===== src/rtl/panel_ser_pkg.sv =====
package panel_ser_pkg;

  localparam int MAX_W = 32;
  localparam int IDX_W = 5;

  typedef logic [IDX_W-1:0] idx_t;

  typedef enum logic [1:0] {
    LM_SPARE  = 2'd0,
    LM_A0_ONE = 2'd1,
    LM_DC_ONE = 2'd2,
    LM_DC_TWO = 2'd3
  } lane_mode_e;

  typedef enum logic [1:0] {
    ST_IDLE  = 2'd0,
    ST_SETUP = 2'd1,
    ST_LOW   = 2'd2,
    ST_HIGH  = 2'd3
  } seq_st_e;

  // Length in bits for a size code; unknown codes fall back to 8.
  function automatic idx_t frame_len(logic [4:0] code);
    idx_t len;
    case (code)
      5'h07:   len = 5'd8;
      5'h08:   len = 5'd9;
      5'h0F:   len = 5'd16;
      5'h11:   len = 5'd18;
      5'h17:   len = 5'd24;
      default: len = 5'd8;
    endcase
    return len;
  endfunction

  // Number of serial clocks a frame occupies.
  function automatic idx_t frame_bits(lane_mode_e m, idx_t len);
    idx_t n;
    case (m)
      LM_A0_ONE: n = len + 5'd1;
      LM_DC_TWO: n = (len >> 1) + 5'd1;
      default:   n = len;
    endcase
    return n;
  endfunction

  // Levels for {dcx, mosi} during serial clock k of a frame.
  function automatic logic [1:0] lane_bits(logic [MAX_W-1:0] w, lane_mode_e m,
                                           idx_t len, logic dc, idx_t k);
    idx_t h;
    idx_t lo_i;
    idx_t hi_i;
    idx_t pre_i;
    idx_t flat_i;
    logic mo;
    logic dx;
    h      = len >> 1;
    lo_i   = h - k;
    hi_i   = {h[IDX_W-2:0], 1'b0} - k;
    pre_i  = len - k;
    flat_i = len - 5'd1 - k;
    mo     = 1'b0;
    dx     = 1'b0;
    case (m)
      LM_A0_ONE: begin
        mo = (k == '0) ? dc : w[pre_i];
        dx = 1'b0;
      end
      LM_DC_TWO: begin
        if (k == '0) begin
          mo = dc;
          dx = dc;
        end else begin
          mo = w[lo_i];
          dx = w[hi_i];
        end
      end
      default: begin
        mo = w[flat_i];
        dx = dc;
      end
    endcase
    return {dx, mo};
  endfunction

endpackage


===== src/rtl/panel_ser_div.sv =====
module panel_ser_div #(
  parameter int BAUD_W = 3
) (
  input  logic              clk,
  input  logic              rst_n,
  input  logic              run_i,
  input  logic              restart_i,
  input  logic [BAUD_W-1:0] baud_i,
  output logic              tick_o
);

  localparam int CNT_W = 1 << BAUD_W;

  logic [CNT_W-1:0] cnt;
  logic [CNT_W-1:0] limit;

  assign limit  = (CNT_W'(1) << baud_i) - CNT_W'(1);
  assign tick_o = run_i && (cnt == limit);

  always_ff @(posedge clk or negedge rst_n) begin
    if (!rst_n) begin
      cnt <= '0;
    end else if (restart_i || !run_i || tick_o) begin
      cnt <= '0;
    end else begin
      cnt <= cnt + CNT_W'(1);
    end
  end

endmodule


===== src/rtl/panel_ser_seq.sv =====
module panel_ser_seq
  import panel_ser_pkg::*;
(
  input  logic clk,
  input  logic rst_n,
  input  logic tick_i,
  input  logic valid_i,
  input  idx_t nbits_i,
  output logic ready_o,
  output logic accept_o,
  output logic shift_o,
  output logic last_o,
  output logic busy_o,
  output logic sck_o,
  output logic cs_o,
  output idx_t k_o
);

  seq_st_e st;
  logic    at_end;

  assign at_end   = (k_o == (nbits_i - idx_t'(1)));
  assign last_o   = (st == ST_HIGH) && tick_i && at_end;
  assign shift_o  = (st == ST_HIGH) && tick_i && !at_end;
  assign ready_o  = (st == ST_IDLE) || last_o;
  assign accept_o = ready_o && valid_i;
  assign busy_o   = (st != ST_IDLE);

  always_ff @(posedge clk or negedge rst_n) begin
    if (!rst_n) begin
      st    <= ST_IDLE;
      k_o   <= '0;
      sck_o <= 1'b1;
      cs_o  <= 1'b1;
    end else begin
      case (st)
        ST_IDLE: begin
          if (accept_o) begin
            st   <= ST_SETUP;
            k_o  <= '0;
            cs_o <= 1'b0;
          end
        end
        ST_SETUP: begin
          if (tick_i) begin
            st    <= ST_LOW;
            sck_o <= 1'b0;
          end
        end
        ST_LOW: begin
          if (tick_i) begin
            st    <= ST_HIGH;
            sck_o <= 1'b1;
          end
        end
        default: begin
          if (tick_i) begin
            if (!at_end) begin
              st    <= ST_LOW;
              k_o   <= k_o + idx_t'(1);
              sck_o <= 1'b0;
            end else if (accept_o) begin
              st    <= ST_LOW;
              k_o   <= '0;
              sck_o <= 1'b0;
            end else begin
              st   <= ST_IDLE;
              cs_o <= 1'b1;
            end
          end
        end
      endcase
    end
  end

endmodule


===== src/rtl/panel_ser_lane.sv =====
module panel_ser_lane
  import panel_ser_pkg::*;
#(
  parameter int BAUD_W = 3
) (
  input  logic                 clk,
  input  logic                 rst_n,
  input  logic                 accept_i,
  input  logic                 shift_i,
  input  idx_t                 k_i,
  input  logic [MAX_W-1:0]     word_i,
  input  logic [4:0]           size_i,
  input  logic [1:0]           mode_i,
  input  logic                 dc_i,
  input  logic [BAUD_W-1:0]    baud_i,
  output idx_t                 nbits_o,
  output logic [BAUD_W-1:0]    baud_q_o,
  output lane_mode_e           mode_q_o,
  output logic                 mosi_o,
  output logic                 dcx_o
);

  logic [MAX_W-1:0] word_q;
  idx_t             len_q;
  logic             dc_q;
  idx_t             len_in;
  lane_mode_e       mode_in;
  logic [1:0]       first_pair;
  logic [1:0]       next_pair;

  assign len_in     = frame_len(size_i);
  assign mode_in    = lane_mode_e'(mode_i);
  assign first_pair = lane_bits(word_i, mode_in, len_in, dc_i, '0);
  assign next_pair  = lane_bits(word_q, mode_q_o, len_q, dc_q, k_i + idx_t'(1));
  assign nbits_o    = frame_bits(mode_q_o, len_q);

  always_ff @(posedge clk or negedge rst_n) begin
    if (!rst_n) begin
      word_q   <= '0;
      len_q    <= 5'd8;
      dc_q     <= 1'b0;
      mode_q_o <= LM_SPARE;
      baud_q_o <= '0;
      mosi_o   <= 1'b0;
      dcx_o    <= 1'b0;
    end else if (accept_i) begin
      word_q   <= word_i;
      len_q    <= len_in;
      dc_q     <= dc_i;
      mode_q_o <= mode_in;
      baud_q_o <= baud_i;
      {dcx_o, mosi_o} <= first_pair;
    end else if (shift_i) begin
      {dcx_o, mosi_o} <= next_pair;
    end
  end

endmodule


===== src/rtl/panel_ser_tx.sv =====
module panel_ser_tx
  import panel_ser_pkg::*;
#(
  parameter int WORD_W = 24,
  parameter int BAUD_W = 3
) (
  input  logic              clk,
  input  logic              rst_n,
  input  logic [WORD_W-1:0] word_i,
  input  logic              word_valid_i,
  output logic              word_ready_o,
  input  logic [4:0]        size_i,
  input  logic [1:0]        mode_i,
  input  logic              dc_i,
  input  logic [BAUD_W-1:0] baud_i,
  input  logic              cs_soft_en_i,
  input  logic              cs_soft_lvl_i,
  output logic              sck_o,
  output logic              mosi_o,
  output logic              dcx_o,
  output logic              cs_o,
  output logic              busy_o
);

  logic [MAX_W-1:0]  word_ext;
  logic              tick_w;
  logic              accept_w;
  logic              shift_w;
  logic              last_w;
  logic              cs_hw_w;
  idx_t              k_w;
  idx_t              nbits_w;
  logic [BAUD_W-1:0] baud_q_w;
  lane_mode_e        mode_q_w;

  if (WORD_W < MAX_W) begin : g_ext
    assign word_ext = {{(MAX_W-WORD_W){1'b0}}, word_i};
  end else begin : g_full
    assign word_ext = word_i[MAX_W-1:0];
  end

  panel_ser_div #(.BAUD_W(BAUD_W)) u_div (
    .clk       (clk),
    .rst_n     (rst_n),
    .run_i     (busy_o),
    .restart_i (accept_w),
    .baud_i    (baud_q_w),
    .tick_o    (tick_w)
  );

  panel_ser_seq u_seq (
    .clk      (clk),
    .rst_n    (rst_n),
    .tick_i   (tick_w),
    .valid_i  (word_valid_i),
    .nbits_i  (nbits_w),
    .ready_o  (word_ready_o),
    .accept_o (accept_w),
    .shift_o  (shift_w),
    .last_o   (last_w),
    .busy_o   (busy_o),
    .sck_o    (sck_o),
    .cs_o     (cs_hw_w),
    .k_o      (k_w)
  );

  panel_ser_lane #(.BAUD_W(BAUD_W)) u_lane (
    .clk      (clk),
    .rst_n    (rst_n),
    .accept_i (accept_w),
    .shift_i  (shift_w),
    .k_i      (k_w),
    .word_i   (word_ext),
    .size_i   (size_i),
    .mode_i   (mode_i),
    .dc_i     (dc_i),
    .baud_i   (baud_i),
    .nbits_o  (nbits_w),
    .baud_q_o (baud_q_w),
    .mode_q_o (mode_q_w),
    .mosi_o   (mosi_o),
    .dcx_o    (dcx_o)
  );

  assign cs_o = cs_soft_en_i ? cs_soft_lvl_i : cs_hw_w;

endmodule


===== config.mk =====
export PLATFORM = sky130hd
export DESIGN_NAME = panel_ser_tx
export DESIGN_NICKNAME = d
export VERILOG_FILES = /design/src/rtl/panel_ser_pkg.sv /design/src/rtl/panel_ser_div.sv /design/src/rtl/panel_ser_seq.sv /design/src/rtl/panel_ser_lane.sv /design/src/rtl/panel_ser_tx.sv
export SDC_FILE = /design/constraint.sdc
export NUM_CORES = 1
export LEC_CHECK = 0
export BUFFER_PORTS_ARGS = -buffer_cell sky130_fd_sc_hd__buf_2
export CAP_MARGIN = 5
export CORE_MARGIN = 8
export CORE_UTILIZATION = 45
export DETAILED_ROUTE_END_ITERATION = 10
export GPL_ROUTABILITY_DRIVEN = 0
export HOLD_SLACK_MARGIN = 0.12
export SLEW_MARGIN = 20
export SYNTH_ARGS = -nofsm -noshare
export SYNTH_HDL_FRONTEND = slang
export SYNTH_SLANG_ARGS = --single-unit

===== constraint.sdc =====
create_clock -name clk -period 4.3 [get_ports clk]
set_input_delay 0.215 -clock clk [delete_from_list [all_inputs] [get_ports clk]]
set_output_delay 0.215 -clock clk [all_outputs]
set_load 0.02 [all_outputs]

==> results.md, run 1 <==
* Status: finished clean
* P per Cell Area at 905.7 mW/mm2
* Main synth FF type: dfrtp_1
* Cell Area, Synth at 0.004592 mm2
* Ys Warns at 0
* Period utilisation layout at 0.8693
* Minimum clock period at 3.738 ns
* DP HPWL at 8.772 mm
* Placed standard-cell area at 0.004862 mm2
* Vias per inst at 5.939
* Die width at 117.0 um
* Full die area at 0.01369 mm2
* HP Class: primary input to flop
* Unrepaired setup endpoints after global routing: false
* Number of H-tree levels at 2
* Final Hold Vio Count at 0
* Relative slew slack at 0.3597
* Main combinational cell family by area after synthesis: multiplexers
* Leakage at 2.176 nW
* Initial core utilization at 0.4550
* Mapped Avg Cell Area at 11.17 um2
* Hold WS at 0.1262 ns
* Drt pass-1 iters at 5
* Setup TNS Final at 0 ns
* First-pass GRT wire length at 18.89 mm
* Commonest non-fill, non-tap cells in the layout: dfrtp_1, buf_2, mux4_2
* Vias in the first global route at 3605
* Sequential area share after synthesis at 0.2896
* IO buf count at 45
* Mapped Nets at 473
* Vias at 3498
* Clk buf depth at 2
* Top-level I/O count at 46
* EDFF count, synth at 0
* Post-Place Worst Slack at 0.5990 ns
* WP data required at 4.50 ns
* Vert. Die Dim at 117.0 um
* Clk slew on worst S/H paths at 0.10 ns
* Final ANT Viol Nets at 0
* Post-route cell area at 0.005000 mm2
* Complex-gate fraction of the synthesized area at 0.1441
* Post-synthesis cell type count at 77
* Area Overhead vs Synth at 8.883%
* Core area at 0.01009 mm2
* Mux contribution to synthesized area at 0.2665
* Adder-Cell Fraction of Synth Area at 0.06322
* Synth Area in Simple Gates at 0.1093
* Root Buffer: clkbuf_8
* Commonest non-fill, non-tap cell in the layout: dfrtp_1
* Synth Area in XOR/XNOR at 0.07057
* Synthesized instance count at 411
* TritonCTS clock tree: built
* All-Layer GR Usage at 0.1781
* Fill count at 989
* Final layout net count at 514
* Critical path's top delay family: multiplexers
* Per-cell routed wire length at 19.45 um
* Worst vdd ir at 0.0003603 V
* Post-CTS Hold Fix Bufs at 5
* CTS Buf Count at 5
* Final setup vio count at 0
* Largest net degree at the start of global routing at 54
* Critical path class: flop to flop
* Crit end category: flop
* Dpl cells at 576
* Post-CTS resize count at 0
* Yosys reg bits at 53
* Final core utilization at 0.4954
* Initial antenna violation count at 0
* Core Rows at 37
* Starting DRT DRC Count at 212
* Overall power at 4.528 mW
* CP peak stage delay at 0.52 ns
* Type of origin of the critical path: flop
* Skew final at 0.008516 ns
* Max frequency at 0.2675 GHz
* CTS sink count at 53
* Ys async rst share at 1.000
* Layout Cells excl Fill at 589
* Share of cells above drive strength 1 at 0.2826
* Later-pin clock latency in the skew report at 0.32 ns
* Drt drc at 0
* Max FO, Critical Path at 8
* Slowest-stage cell, CP: dfrtp_1
* Worst-Margin Slew at 0.9523 ns
* Worst EP arrival at 3.94 ns
* Fin. max-slew vios at 0
* DRT Wirelength at 11.45 mm
* GRT overflow at 0
* Setup bufs post-CTS at 0
* Final worst-path setup slack at 0.5621 ns
* Worst path cell trace: ha_1 > xor2_1 > inv_2 > ha_1 > xnor2_1 > mux4_2 > mux4_2 > a311oi_1 > a221o_1 > a32oi_1
* Ant diodes at 0
* # Max-Cap Violations at 0
* Worst path bufs/invs at 1
-- path summary, 6_finish.rpt --
check | slack, ns | from | to | cells past startpoint
min in group asynchronous | 0.55 | rst_n | u_seq.st[1] | 3
worst max register to register | 0.56 | u_seq.k_o[1] | u_lane.mosi_o | 10
worst min-delay path | 0.13 | baud_i[1] | u_lane.baud_q_o[1] | 2
worst max-delay path | 0.56 | u_seq.k_o[1] | u_lane.mosi_o | 10
worst min register to register | 0.52 | u_seq.cs_o | u_seq.cs_o | 2
max in group asynchronous | 3.29 | rst_n | u_lane.word_q[15] | 3
-- sequential cells by signal (all words and copies together) (netlist names) --
signal           flops
u_lane.word_q       24
u_div.cnt            8
u_seq.k_o            5
u_lane.len_q         4
u_lane.baud_q_o      3
u_lane.mode_q_o      2
u_seq.st             2
u_lane.dc_q          1
u_lane.dcx_o         1
u_lane.mosi_o        1
u_seq.cs_o           1
u_seq.sck_o          1
-- synth_stat cells, types with 6 or more instances --
cell	number	share of area
o21ai_1	8	0.0087
nor2_1	20	0.016
mux2_4	24	0.078
nand2_1	16	0.013
ha_1	20	0.054
clkbuf_1	9	0.0074
inv_1	23	0.019
xor2_1	12	0.023
nand3_1	12	0.013
mux4_2	26	0.13
xnor2_1	18	0.034
o21ai_0	6	0.0065
mux2i_1	21	0.046
dfrtp_1	50	0.27
a31oi_1	6	0.0082
a21oi_1	18	0.020
nor2b_1	8	0.011
-- per-layer routing --
| layer | vias up | GRT usage | part of all wire | wire, um |
|---|---|---|---|---|
| met2 | 116 | 0.3118 | 0.50 | 5754 |
| met1 | 1731 | 0.2156 | 0.43 | 4900 |
| met5 | - | 0 | 0 | 0 |
| li1 | 1634 | - | - | - |
| met3 | 17 | 0.03335 | 0.052 | 592 |
| met4 | 0 | 0.05887 | 0.018 | 207 |
-- cell families (layout without fill, tap and decap cells) --
group / Yosys count / count (layout)
AO/OA/AOI/OAI: 89 / 89
buffers and inverters: 47 / 89
XOR/XNOR: 33 / 33
flip-flops: 53 / 53
multiplexers: 77 / 77
AND/OR/NAND/NOR: 90 / 90
adder cells (fa/ha/maj): 22 / 22
-- final cells by class --
| class | instances | area (um2) | area share |
|---|---|---|---|
| Multi-Input combinational cell | 311 | 3002 | 0.6004 |
| Inverter | 26 | 97.59 | 0.01952 |
| Timing Repair Buffer | 55 | 312.8 | 0.06256 |
| Tap cell | 136 | 170.2 | 0.03403 |
| Clock inverter | 2 | 15.01 | 0.003003 |
| Clock buffer | 6 | 72.57 | 0.01451 |
| Sequential cell | 53 | 1330 | 0.2660 |
-- power breakdown --
| part | leakage [nW] | internal [mW] | switching, mW |
|---|---|---|---|
| Clock | 0.0374 | 0.115 | 0.181 |
| Sequential | 0.652 | 0.723 | 0.392 |
| Combinational | 1.49 | 1.63 | 1.49 |
Note: power is estimated with default switching activity, not from simulation.
==> inputs of run 2 (changes only) <==
==> constraint.sdc (replaced) <==
create_clock -name clk -period 4.1 [get_ports clk]
set_input_delay 0.205 -clock clk [delete_from_list [all_inputs] [get_ports clk]]
set_output_delay 0.205 -clock clk [all_outputs]
set_load 0.02 [all_outputs]
==> run 2 against run 1 <==
Compared with the run above: utilization up 0.93 points; clock power increased by 28%; register-to-register slack worse by 0.18 ns; sequential share of layout area is 0.49 points lower; clock skew is 0.0046 ns higher.
==> results.md, run 2 (synthesis gave the netlist of run 1 again) <==
* Full die area at 0.01369 mm2 (unchanged)
* Post-CTS resize count at 0 (unchanged)
* Worst path bufs/invs at 1 (unchanged)
* HP Class: primary input to flop
* Root Buffer: clkbuf_8
* Vias in the first global route at 3556 (-1.4%)
* Final layout net count at 521 (+1.4%)
* Area of the multi-input gates at 0.003002 mm2 (unchanged)
* CTS sink count at 53 (unchanged)
* Worst vdd ir at 0.0005678 V (+58%)
* Leakage at 2.223 nW (+2.1%)
* IO buf count at 45 (unchanged)
* Critical path's top delay family: multiplexers
* Flop pwr share at 0.243 (-0.003)
* Final Hold Vio Count at 0 (unchanged)
* Initial core utilization at 0.4550 (unchanged)
* Final setup vio count at 0 (unchanged)
* Vert. Die Dim at 117.0 um (unchanged)
* Fill count at 941 (-4.9%)
* Skew final at 0.01313 ns (+0.004614 ns)
* Top Registers: u_lane.word_q: 24 flops, u_div.cnt: 8 flops, u_seq.k_o: 5 flops
* Post-CTS Hold Fix Bufs at 10 (+5)
* Reg2Reg Depth at 10 (unchanged)
* Drt drc at 0 (unchanged)
* WP data required at 4.30 ns (-0.20 ns)
* Type of origin of the critical path: flop
* Fin. max-slew vios at 0 (unchanged)
* Per-cell routed wire length at 19.33 um (-0.61%)
* Later-pin clock latency in the skew report at 0.32 ns (about the same)
* Drt pass-1 iters at 4 (-1)
* Vias per inst at 5.898 (-0.69%)
* P per Cell Area at 948.6 mW/mm2 (+4.7%)
* Share of cells above drive strength 1 at 0.2783 (-0.004300)
* Relative slew slack at 0.3460 (-0.01370)
* Setup bufs post-CTS at 0 (unchanged)
* Top-level I/O count at 46 (unchanged)
* Crit. path cell count at 10 (unchanged)
* DP HPWL at 8.751 mm (-0.23%)
* Max frequency at 0.2688 GHz (+0.48%)
* Hold WS at 0.1225 ns (-0.003662 ns)
* Placed standard-cell area at 0.004862 mm2 (unchanged)
* Core Rows at 37 (unchanged)
* Status: finished clean
* Sw Ratio at 0.4498 (-0.005734)
* Crit end category: flop
* Worst path cell trace: ha_1 > xor2_1 > inv_2 > ha_1 > xnor2_1 > mux4_2 > mux4_2 > a311oi_1 > a221o_1 > a32oi_1
* Final worst-path setup slack at 0.3801 ns (-0.1820 ns)
* Number of H-tree levels at 2 (unchanged)
* Vias at 3515 (+0.49%)
* Clock power frac at 0.079 (+0.014)
* Slowest-stage cell, CP: dfrtp_1
* Starting DRT DRC Count at 240 (+13%)
* Max FO, Critical Path at 8 (unchanged)
* Period utilisation layout at 0.9073 (+0.03800)
* Internal Power at 2.658 mW (+7.8%)
* Die width at 117.0 um (unchanged)
* Worst Hold Depth at 2 (unchanged)
* Commonest non-fill, non-tap cell in the layout: dfrtp_1
* Clk slew on worst S/H paths at 0.11 ns (about the same)
* # Max-Cap Violations at 0 (unchanged)
* Area Overhead vs Synth at 10.93%
* CTS Buf Count at 5 (unchanged)
* Ant diodes at 0 (unchanged)
* Logic pwr share at 0.679 (-0.009)
* Switching pwr at 2.173 mW (+5.4%)
* Max reg flops at 24 (unchanged)
* Clk buf depth at 2 (unchanged)
* Worst-Margin Slew at 0.9727 ns (+0.02037 ns)
* TritonCTS clock tree: built
* Critical path class: flop to flop
* Post-Place Worst Slack at 0.4426 ns (-0.1564 ns)
* Final ANT Viol Nets at 0 (unchanged)
* GRT overflow at 0 (unchanged)
* Commonest non-fill, non-tap cells in the layout: dfrtp_1, buf_2, mux4_2
* Worst EP arrival at 3.92 ns (-0.02 ns)
* DRT Wirelength at 11.52 mm (+0.57%)
* Post-route cell area at 0.005094 mm2 (+1.9%)
* Largest net degree at the start of global routing at 54 (unchanged)
* Initial antenna violation count at 0 (unchanged)
* Register area at 0.001330 mm2 (unchanged)
* Unrepaired setup endpoints after global routing: false
* CP peak stage delay at 0.53 ns (about the same)
* Largest register by flop count: u_lane.word_q
* Minimum clock period at 3.720 ns (-0.01804 ns)
* Core area at 0.01009 mm2 (unchanged)
* All-Layer GR Usage at 0.1751 (-0.002966)
* First-pass GRT wire length at 18.66 mm (-1.2%)
* Setup TNS Final at 0 ns (unchanged)
## run 2: routing by layer
layer | share of wire | track usage | vias up
li1 | - | - | 1648
met1 | 0.44 | 0.2201 | 1750
met2 | 0.50 | 0.3052 | 106
met3 | 0.046 | 0.02514 | 11
met4 | 0.014 | 0.05205 | 0
met5 | 0 | 0 | -
## run 2: worst paths after layout
kind / slack, ns / from / to
worst min-delay path: 0.12 / word_i[5] / u_lane.word_q[5]
worst min register to register: 0.51 / u_seq.cs_o / u_seq.cs_o
max in group asynchronous: 3.10 / rst_n / u_lane.word_q[3]
worst max-delay path: 0.38 / u_seq.k_o[1] / u_lane.mosi_o
worst max register to register: 0.38 / u_seq.k_o[1] / u_lane.mosi_o
min in group asynchronous: 0.53 / rst_n / u_seq.k_o[4]
## run 2: layout make-up
class                      count  share of cell area
timing repair buffer          62             0.07517
sequential                    53              0.2611
tap                          136             0.03341
multi-input combinational    311              0.5893
clock inverter                 2            0.007615
inverter                      26             0.01916
clock buffer                   6             0.01425
## run 2: worst register-to-register path, cell delays in order (launching register included)
cell and delay, ns:
dfrtp_1 0.53, ha_1 0.37, xor2_1 0.35, inv_2 0.16, ha_1 0.35, xnor2_1 0.46
mux4_2 0.38, mux4_2 0.48, a311oi_1 0.26, a221o_1 0.18, a32oi_1 0.09
## run 2: through the flow
stage | power, mW | std cells | utilization
after CTS | 4.835 | 594 | 0.5027
after detailed placement | 4.433 | 576 | 0.4818
after global placement | 4.381 | 576 | 0.4818
after floorplan | 3.783 | 411 | -
after global routing | 5.195 | 596 | 0.5047
final | 4.832 | 596 | 0.5047
## run 2: power groups by stage
stage	Clock, mW	Sequential, mW	Combinational [mW]
after floorplan	0	0.965	2.82
after global placement	0	1.16	3.22
after detailed placement	0	1.17	3.27
after CTS	0.391	1.16	3.29
after global routing	0.407	1.21	3.58
final	0.380	1.17	3.28
==> inputs of run 3 (changes only) <==
--- a/config.mk
+++ b/config.mk
@@ -8,10 +8,11 @@
 export BUFFER_PORTS_ARGS = -buffer_cell sky130_fd_sc_hd__buf_2
 export CAP_MARGIN = 5
 export CORE_MARGIN = 8
-export CORE_UTILIZATION = 45
+export CORE_UTILIZATION = 48
 export DETAILED_ROUTE_END_ITERATION = 10
 export GPL_ROUTABILITY_DRIVEN = 0
 export HOLD_SLACK_MARGIN = 0.12
+export PLACE_DENSITY = 0.67
 export SLEW_MARGIN = 20
 export SYNTH_ARGS = -nofsm -noshare
 export SYNTH_HDL_FRONTEND = slang
==> run 3 against run 2 <==
Compared with the run above: power decreased by 1.5%; count of clock-buffer cells in the layout is the same; routed wire length is 4.1% lower; critical path depth unchanged; die area shrank 5.4%; worst setup slack worse by 0.017 ns; via count down 0.97%; first-iteration DRC count is 5.4% higher; sequential power barely moved; register-to-register slack lost 0.02 ns; combinational power is essentially flat.
==> results.md, run 3 (synthesis gave the netlist of run 1 again) <==
* Max frequency at 0.2676 GHz (-0.46%)
* Top-level I/O count at 46 (unchanged)
* Crit path launch: u_seq.k_o[0]
* DP HPWL at 8.600 mm (-1.7%)
* TritonCTS clock tree: built
* Skew final at 0.01061 ns (-0.002518 ns)
* Top Registers: u_lane.word_q: 24 flops, u_div.cnt: 8 flops, u_seq.k_o: 5 flops
* IO buf count at 45 (unchanged)
* Final layout net count at 514 (-1.3%)
* Commonest non-fill, non-tap cells in the layout: dfrtp_1, buf_2, mux4_2
* Vias per inst at 5.981 (+1.4%)
* All-Layer GR Usage at 0.1769 (+0.001756)
* Leakage at 2.188 nW (-1.6%)
* Commonest non-fill, non-tap cell in the layout: dfrtp_1
* Vias in the first global route at 3539 (-0.48%)
* Max reg flops at 24 (unchanged)
* Setup bufs post-CTS at 0 (unchanged)
* Final ANT Viol Nets at 0 (unchanged)
* Ant diodes at 0 (unchanged)
* Initial antenna violation count at 0 (unchanged)
* Vert. Die Dim at 113.8 um (-2.7%)
* P per Cell Area at 952.5 mW/mm2 (+0.41%)
* Period utilisation layout at 0.9114 (+0.004159)
* Hold WS at 0.1339 ns (+0.01135 ns)
* Max FO, Critical Path at 9 (+1)
* Crit end category: flop
* Drt pass-1 iters at 5 (+1)
* DRT Wirelength at 11.05 mm (-4.1%)
* Area of the multi-input gates at 0.003002 mm2 (unchanged)
* Share of cells above drive strength 1 at 0.2870 (+0.008715)
* CTS sink count at 53 (unchanged)
* Fin. max-slew vios at 0 (unchanged)
* Type of origin of the critical path: flop
* GRT overflow at 0 (unchanged)
* DR WL met3 at 533 um (+1.3%)
* Drt drc at 0 (unchanged)
* Routed length on met2 at 5.416 mm (-6.0%)
* Starting DRT DRC Count at 253 (+5.4%)
* Area Overhead vs Synth at 8.828%
* CP peak stage delay at 0.52 ns (about the same)
* Core Rows at 35 (-5.4%)
* Reg2Reg Depth at 10 (unchanged)
* Clk buf depth at 2 (unchanged)
* Die width at 113.8 um (-2.7%)
* Relative slew slack at 0.3178 (-0.02822)
* Min-Delay Endpoint: u_lane.word_q[4]
* First-pass GRT wire length at 18.58 mm (-0.44%)
* Fill count at 848 (-9.9%)
* Final Hold Vio Count at 0 (unchanged)
* Worst-Margin Slew at 1.015 ns (+0.04197 ns)
* Largest net degree at the start of global routing at 54 (unchanged)
* Worst path cell trace: ha_1 > xor2_1 > inv_2 > ha_1 > xnor2_1 > mux4_2 > mux4_2 > a311oi_1 > a221o_1 > a32oi_1
* Worst EP arrival at 3.92 ns (about the same)
* Slowest-stage cell, CP: dfrtp_1
* Final setup vio count at 0 (unchanged)
* HP Class: primary input to flop
* WL met1 at 4.864 mm (-4.0%)
* Vias at 3481 (-0.97%)
* Worst vdd ir at 0.0004648 V (-18%)
* Critical path class: flop to flop
* Later-pin clock latency in the skew report at 0.31 ns (about the same)
* Reg2reg end: u_lane.mosi_o
* Worst hold start: word_i[4]
* # Max-Cap Violations at 0 (unchanged)
* Reg2Reg Setup Slack at 0.36 ns (-0.02 ns)
* Register area at 0.001330 mm2 (unchanged)
* Initial core utilization at 0.4946 (+0.03961)
* Clk slew on worst S/H paths at 0.11 ns (about the same)
* Number of H-tree levels at 2 (unchanged)
* CTS Buf Count at 5 (unchanged)
* Full die area at 0.01295 mm2 (-5.4%)
* Status: finished clean
* Core area at 0.009284 mm2 (-8.0%)
* Top sig layer: met4
* Reg-to-Reg Start: u_seq.k_o[0]
* Root Buffer: clkbuf_8
* Largest register by flop count: u_lane.word_q
* Worst Hold Depth at 2 (unchanged)
* Unrepaired setup endpoints after global routing: false
* Minimum clock period at 3.737 ns (+0.01705 ns)
* Setup TNS Final at 0 ns (unchanged)
* Per-cell routed wire length at 18.98 um (-1.8%)
* WP data required at 4.29 ns (about the same)
## run 3: power by group
part | switching (mW) | internal [mW] | total [mW]
sequential | 0.417 | 0.758 | 1.17
clock | 0.186 | 0.123 | 0.308
combinational | 1.55 | 1.73 | 3.28
## run 3: per-stage QoR
| stage | setup WS, ns | area [um2] | utilization | total power, mW | cells |
|---|---|---|---|---|---|
| 4_1_cts | 0.3897 | 4987 | 0.5372 | 4.766 | 581 |
| 2_1_floorplan | 0.7648 | 4592 | - | 3.783 | 411 |
| 6_report | 0.3631 | 4997 | 0.5383 | 4.760 | 582 |
| 5_1_grt | 0.1326 | 4997 | 0.5383 | 5.118 | 582 |
| 3_5_place_dp | 0.4171 | 4881 | 0.5257 | 4.434 | 571 |
| 3_3_place_gp | 0.5390 | 4881 | 0.5257 | 4.362 | 571 |
## run 3: final cells by class
type / instances / share of cell area
clock buffers: 6 / 0.01452
clock inverters: 2 / 0.002754
inverters: 26 / 0.01953
multi-input cells: 311 / 0.6007
flip-flops and latches: 53 / 0.2662
well taps: 129 / 0.03230
repair buffers: 55 / 0.06410
## run 3: per-layer routing
layer,track usage,up-vias
met5,0,-
met4,0.05501,0
met3,0.02905,13
met2,0.2907,126
met1,0.2325,1706
li1,-,1636
## run 3: how the worst max path moves through the flow
stage,endpoint,slack [ns],depth (start not counted)
global route,u_lane.mosi_o,0.13,10
CTS,u_lane.mosi_o,0.39,10
global placement,u_lane.mosi_o,0.54,10
detailed placement,u_lane.mosi_o,0.42,10
finish,u_lane.mosi_o,0.36,10
floorplan,u_lane.mosi_o,0.76,11
## run 3: worst max-delay path, delay by kind of cell, from the launching register on
kind,cells,cell delay (ns)
mux,2,0.87
xor+xnor,2,0.82
buf+inv,1,0.14
compound gates,3,0.56
fa+ha+maj,2,0.71
flops,1,0.52
## run 3: what timing repair did
item	CTS	global route
hold endpoints to repair	51	1
hold buffers	2	1
gates resized for setup	0	0
